--- src/rtl/ocp_pkg.sv ---
package ocp_pkg;
  typedef enum logic [1:0] {
    OC_REST  = 2'd0,
    OC_SKIP  = 2'd1,
    OC_WATCH = 2'd2,
    OC_LOCK  = 2'd3
  } oc_state_e;
endpackage

--- src/rtl/ocp_rst_sync.sv ---
module ocp_rst_sync #(
  parameter int STAGES = 2
) (
  input  logic clk,
  input  logic rst_n,
  output logic rst_sync_n
);
  logic [STAGES-1:0] pipe_q;

  always_ff @(posedge clk or negedge rst_n) begin
    if (!rst_n) pipe_q <= '0;
    else        pipe_q <= {pipe_q[STAGES-2:0], 1'b1};
  end

  assign rst_sync_n = pipe_q[STAGES-1];
endmodule

--- src/rtl/ocp_cycle_cnt.sv ---
module ocp_cycle_cnt #(
  parameter int CNT_W = 5
) (
  input  logic             clk,
  input  logic             rst_n,
  input  logic             clr,
  input  logic             inc,
  output logic [CNT_W-1:0] cnt
);
  logic [CNT_W-1:0] cnt_d;

  always_comb begin
    cnt_d = cnt;
    if (clr)      cnt_d = '0;
    else if (inc) cnt_d = cnt + CNT_W'(1);
  end

  always_ff @(posedge clk or negedge rst_n) begin
    if (!rst_n)         cnt <= '0;
    else if (clr | inc) cnt <= cnt_d;
  end
endmodule

--- src/rtl/ocp_ctrl_fsm.sv ---
module ocp_ctrl_fsm
  import ocp_pkg::*;
#(
  parameter int SKIP_CYC = 8,
  parameter int LAST_CYC = 16,
  parameter int CNT_W    = 5
) (
  input  logic             clk,
  input  logic             rst_n,
  input  logic             en,
  input  logic             stb,
  input  logic             hit,
  input  logic [CNT_W-1:0] cnt,
  output oc_state_e        state,
  output logic             cnt_clr,
  output logic             cnt_inc
);
  localparam logic [CNT_W-1:0] SKIP_END = CNT_W'(SKIP_CYC);
  localparam logic [CNT_W-1:0] WIN_END  = CNT_W'(LAST_CYC);

  oc_state_e state_d;

  always_comb begin
    state_d = state;
    cnt_clr = 1'b0;
    cnt_inc = 1'b0;
    if (!en) begin
      state_d = OC_REST;
      cnt_clr = 1'b1;
    end else if (stb) begin
      unique case (state)
        OC_REST: begin
          if (hit) begin
            state_d = OC_SKIP;
            cnt_clr = 1'b1;
          end
        end
        OC_SKIP: begin
          cnt_inc = 1'b1;
          if (cnt == SKIP_END) state_d = hit ? OC_LOCK : OC_WATCH;
        end
        OC_WATCH: begin
          if (cnt == WIN_END) begin
            state_d = hit ? OC_SKIP : OC_REST;
            cnt_clr = 1'b1;
          end else if (hit) begin
            state_d = OC_LOCK;
          end else begin
            cnt_inc = 1'b1;
          end
        end
        OC_LOCK: state_d = OC_LOCK;
        default: state_d = OC_REST;
      endcase
    end
  end

  always_ff @(posedge clk or negedge rst_n) begin
    if (!rst_n) state <= OC_REST;
    else        state <= state_d;
  end
endmodule

--- src/rtl/ocp_pulse_skip.sv ---
module ocp_pulse_skip
  import ocp_pkg::*;
#(
  parameter int SKIP_CYC  = 8,
  parameter int WATCH_CYC = 8
) (
  input  logic clk,
  input  logic rst_n,
  input  logic en,
  input  logic cyc_stb,
  input  logic ilim_hit,
  output logic hs_block,
  output logic oc_fault,
  output logic pgood_pull
);
  localparam int LAST_CYC = SKIP_CYC + WATCH_CYC;
  localparam int CNT_W    = $clog2(LAST_CYC + 1);

  logic             rst_int_n;
  logic             cnt_clr;
  logic             cnt_inc;
  logic [CNT_W-1:0] cnt;
  oc_state_e        state;

  ocp_rst_sync #(.STAGES(2)) u_rst (
    .clk        (clk),
    .rst_n      (rst_n),
    .rst_sync_n (rst_int_n)
  );

  ocp_cycle_cnt #(.CNT_W(CNT_W)) u_cnt (
    .clk   (clk),
    .rst_n (rst_int_n),
    .clr   (cnt_clr),
    .inc   (cnt_inc),
    .cnt   (cnt)
  );

  ocp_ctrl_fsm #(
    .SKIP_CYC (SKIP_CYC),
    .LAST_CYC (LAST_CYC),
    .CNT_W    (CNT_W)
  ) u_fsm (
    .clk     (clk),
    .rst_n   (rst_int_n),
    .en      (en),
    .stb     (cyc_stb),
    .hit     (ilim_hit),
    .cnt     (cnt),
    .state   (state),
    .cnt_clr (cnt_clr),
    .cnt_inc (cnt_inc)
  );

  assign hs_block   = (state == OC_SKIP) || (state == OC_LOCK);
  assign oc_fault   = (state == OC_LOCK);
  assign pgood_pull = oc_fault;
endmodule

--- config.mk ---
export PLATFORM = sky130hd
export DESIGN_NAME = ocp_pulse_skip
export DESIGN_NICKNAME = d
export VERILOG_FILES = /design/src/rtl/ocp_pkg.sv /design/src/rtl/ocp_rst_sync.sv /design/src/rtl/ocp_cycle_cnt.sv /design/src/rtl/ocp_ctrl_fsm.sv /design/src/rtl/ocp_pulse_skip.sv
export SDC_FILE = /design/constraint.sdc
export NUM_CORES = 1
export LEC_CHECK = 0
export ABC_AREA = 1
export ABC_CLOCK_PERIOD_IN_PS = 1400
export BUFFER_PORTS_ARGS = -buffer_cell sky130_fd_sc_hd__buf_2
export CORE_AREA = 2 2 39 41
export DETAILED_ROUTE_END_ITERATION = 8
export DIE_AREA = 0 0 41 43
export PLACE_DENSITY = 0.64
export SLEW_MARGIN = 20
export SYNTH_ARGS = -nofsm -noshare
export SYNTH_HDL_FRONTEND = slang
export SYNTH_HIERARCHICAL = 1
export SYNTH_SLANG_ARGS = --single-unit
--- constraint.sdc ---
create_clock -name clk -period 1.4 [get_ports clk]
set_input_delay 0.28 -clock clk [delete_from_list [all_inputs] [get_ports clk]]
set_output_delay 0.28 -clock clk [all_outputs]
set_load 0.02 [all_outputs]
==> summary.md <==
| Metric | Value |
|---|---|
| Final period utilization | `102.5%` |
| Flops & latches, synth | `9` |
| Initial antenna violation count | `0` |
| Final setup violation count | `4` |
| Grt total ovfl | `0` |
| Tmin final | `1.435 ns` |
| Seq/Total Area, Yosys | `36.00%` |
| Worst min path class | `reg2async` |
| Worst r2r dst | `u_cnt/cnt[3]` |
| Crit. End Element | `flop` |
| Core Region | `0.001384 mm²` |
| Worst setup startpoint | `u_fsm/state[0]` |
| Count of input and output buffers | `7` |
| Top cells by area, synth | `dfrtp_1 (36%), nand2_1 (13%), ha_1 (10%)` |
| Place WS | `-0.08239 ns` |
| FF-to-FF Start | `u_fsm/state[0]` |
| Cell Rows | `14` |
| WL/cell | `10.36 µm` |
| Clock latency on the worst-skew pair | `0.26 ns` |
| Die ar. | `0.001763 mm²` |
| Design Power | `0.6898 mW` |
| Post-synthesis cell count | `85` |
| Netlist Area Pre-Place | `625.6 µm²` |
| Max clock buf depth | `2` |
| Initial core utilization | `45.21%` |
| Fin util | `65.37%` |
| # IOs | `8` |
| Worst Path Max Fanout | `3` |
| HPWL after detailed placement | `1022 µm` |
| Met1 wire length | `609 µm` |
| Fin cells | `126` |
| Drt drc | `0` |
| Num CTS Buffers | `3` |
| Inserted Diodes | `0` |
| Reg2reg setup slack | `-0.03 ns` |
| Syn avg cell area | `7.360 µm²` |
| Top-area cell type share of the netlist area | `36.00%` |
| Crit start category | `flop` |
| Area growth from synthesis to layout | `44.60%` |
| Metal3 WL | `34 µm` |
| Req. time, crit path | `1.55 ns` |
| DRT antenna net count | `0` |
| Die outline width | `41 µm` |
| Clk_skew | `0.001839 ns` |
| Root buf cell | `clkbuf_4` |
| H-tree lvl count | `1` |
| FILL cells | `119` |
| TritonCTS clock tree | `done` |
| Vias in the first global route | `566` |
| Violated checks | `negative setup slack` |
| Max-cap violations | `0` |
| Final wirelength | `1305 µm` |
| Hold WS | `0.1193 ns` |
| TritonRoute pass-1 iters | `4` |
| Clock Sinks | `9` |
| Slowest-stage cell, CP | `dfrtp_1` |
| Unrepaired setup endpoints after global routing | `yes` |
| Synth warnings | `6` |
| Hold Vio Cnt, Final | `0` |
| 1st-iter DRT viols | `4` |
| Vias | `566` |
| Layout Nets | `121` |
| R2R depth | `11` |
| Yosys cell types | `15` |
| CP endpoint | `u_cnt/cnt[3]` |
| GP Congestion | `0.7131` |
| Largest stage delay, worst path | `0.40 ns` |
| Dpl cells | `119` |
| Leakage | `0.4610 nW` |
| Maximum vdd drop | `0.5515 mV` |
| Status | `finished, violations left` |
| GRT Total Usage | `18.34%` |
| Critical path type | `reg2reg` |
| Area leader, netlist | `dfrtp_1` |
| Final-report max-slew violation count | `0` |
| Post-DR vias/cell | `4.492` |
| Largest net degree at the start of global routing | `8` |
| Top sig layer | `met3` |
| Layout cell share with drive strength beyond 1 | `45.45%` |
| Chip height | `43 µm` |
| Clock transition at the registers of the reported paths | `0.07 ns` |
| Syn Nets | `95` |
| Data arrival, critical path | `1.59 ns` |
| Pwr per Cell Area | `762.5 mW/mm²` |
| Global-route wire length before repair | `2208 µm` |
| WL met2 | `661 µm` |
| Final setup margin | `-0.03480 ns` |
| CP cell instances | `inv_2, ha_4, inv_2, o21ai_1, nand2_1, nand2_2, nor2_4, nor2_2, nand3_1, nand2_1, nor2_1` |
| Max Clock Freq | `697.0 MHz` |
through the flow:
step | instance area [µm²] | setup TNS, ns
finish | 904.6 | -0.07705
floorplan | 675.6 | -0.08594
global placement | 817.0 | -0.1010
global route | 904.6 | -0.6681
CTS | 893.4 | -0.08672
detailed placement | 817.0 | -0.1757
layer usage:
metal  GRT usage, %  vias to the layer above
met1          22.19                      250
met2          30.00                        5
met3          4.712                        0
li1               -                      311
met5              0                        -
met4          6.000                        0
cells in the mapped netlist:
library cell / n
nor2_1: 5
nand3_1: 11
ha_1: 5
a21oi_1: 5
buf_4: 1
dfrtp_1: 9
inv_1: 15
nand2_1: 21
xnor2_1: 1
nand3_2: 2
a21boi_4: 1
nor2_2: 5
clkbuf_1: 1
o21ai_0: 2
conb_1: 1
cell type report:
class	count	area [µm²]	share of cell area, %
inverter	15	58.81	6.501
clock buffer	3	22.52	2.490
multi-input combinational	59	410.4	45.37
clock inverter	1	5.005	0.5533
tap	16	20.02	2.213
timing repair buffer	23	161.4	17.84
sequential	9	226.5	25.03
cell families after synthesis:
kind of cell,synth area share (%)
flops,36.00
other cells,0.5994
fa+ha+maj,10.00
simple gates,32.60
buf+inv,10.80
xor+xnor,1.400
compound gates,8.600
state kept, by name, indices dropped and copies added, names as in the netlist:
| register | flops |
|---|---|
| u_fsm/state | 2 |
| u_rst/pipe_q | 2 |
| u_cnt/cnt | 5 |
timing repair:
action	CTS	global route
hold endpoints to repair	2	0
gates resized for setup	8	5
pin swaps	7	7
buffers inserted	3	0
endpoints found under the setup margin	6	9
hold buffers	1	0
where the power goes:
group / switching (mW) / total (mW) / internal (mW)
clock network: 0.0941 / 0.199 / 0.105
logic: 0.110 / 0.210 / 0.0999
registers: 0.0108 / 0.280 / 0.269
worst max-delay path: cells and delay by family (launching register included):
kind            cells  cell delay, ns
buf+inv             2            0.13
compound gates      1            0.13
simple gates        7            0.52
fa+ha+maj           1            0.15
flops               1            0.40
how the worst min path moves through the flow:
stage,start,endpoint,slack (ns),cells after the start
final,u_rst/pipe_q[1],u_cnt/cnt[1],0.12,0
after global routing,u_rst/pipe_q[1],u_cnt/cnt[2],0.15,0
after CTS,u_rst/pipe_q[1],u_cnt/cnt[1],0.13,0
after detailed placement,rst_n,u_rst/pipe_q[0],0.07,1
after global placement,rst_n,u_rst/pipe_q[1],0.06,1
after floorplan,rst_n,u_rst/pipe_q[0],-0.02,0
cell usage in the layout (no fill, tap or decap), drive strengths merged:
| cell type | count |
|---|---|
| a21oi | 5 |
| clkinv | 1 |
| conb | 1 |
| dfrtp | 9 |
| nand3 | 13 |
| inv | 15 |
| nor2 | 10 |
| xnor2 | 1 |
| buf | 22 |
| clkbuf | 3 |
| ha | 5 |
| nand2 | 21 |
| dlygate4sd3 | 1 |
| o21ai | 2 |
| a21boi | 1 |
Note: power is estimated with default switching activity, not from simulation.
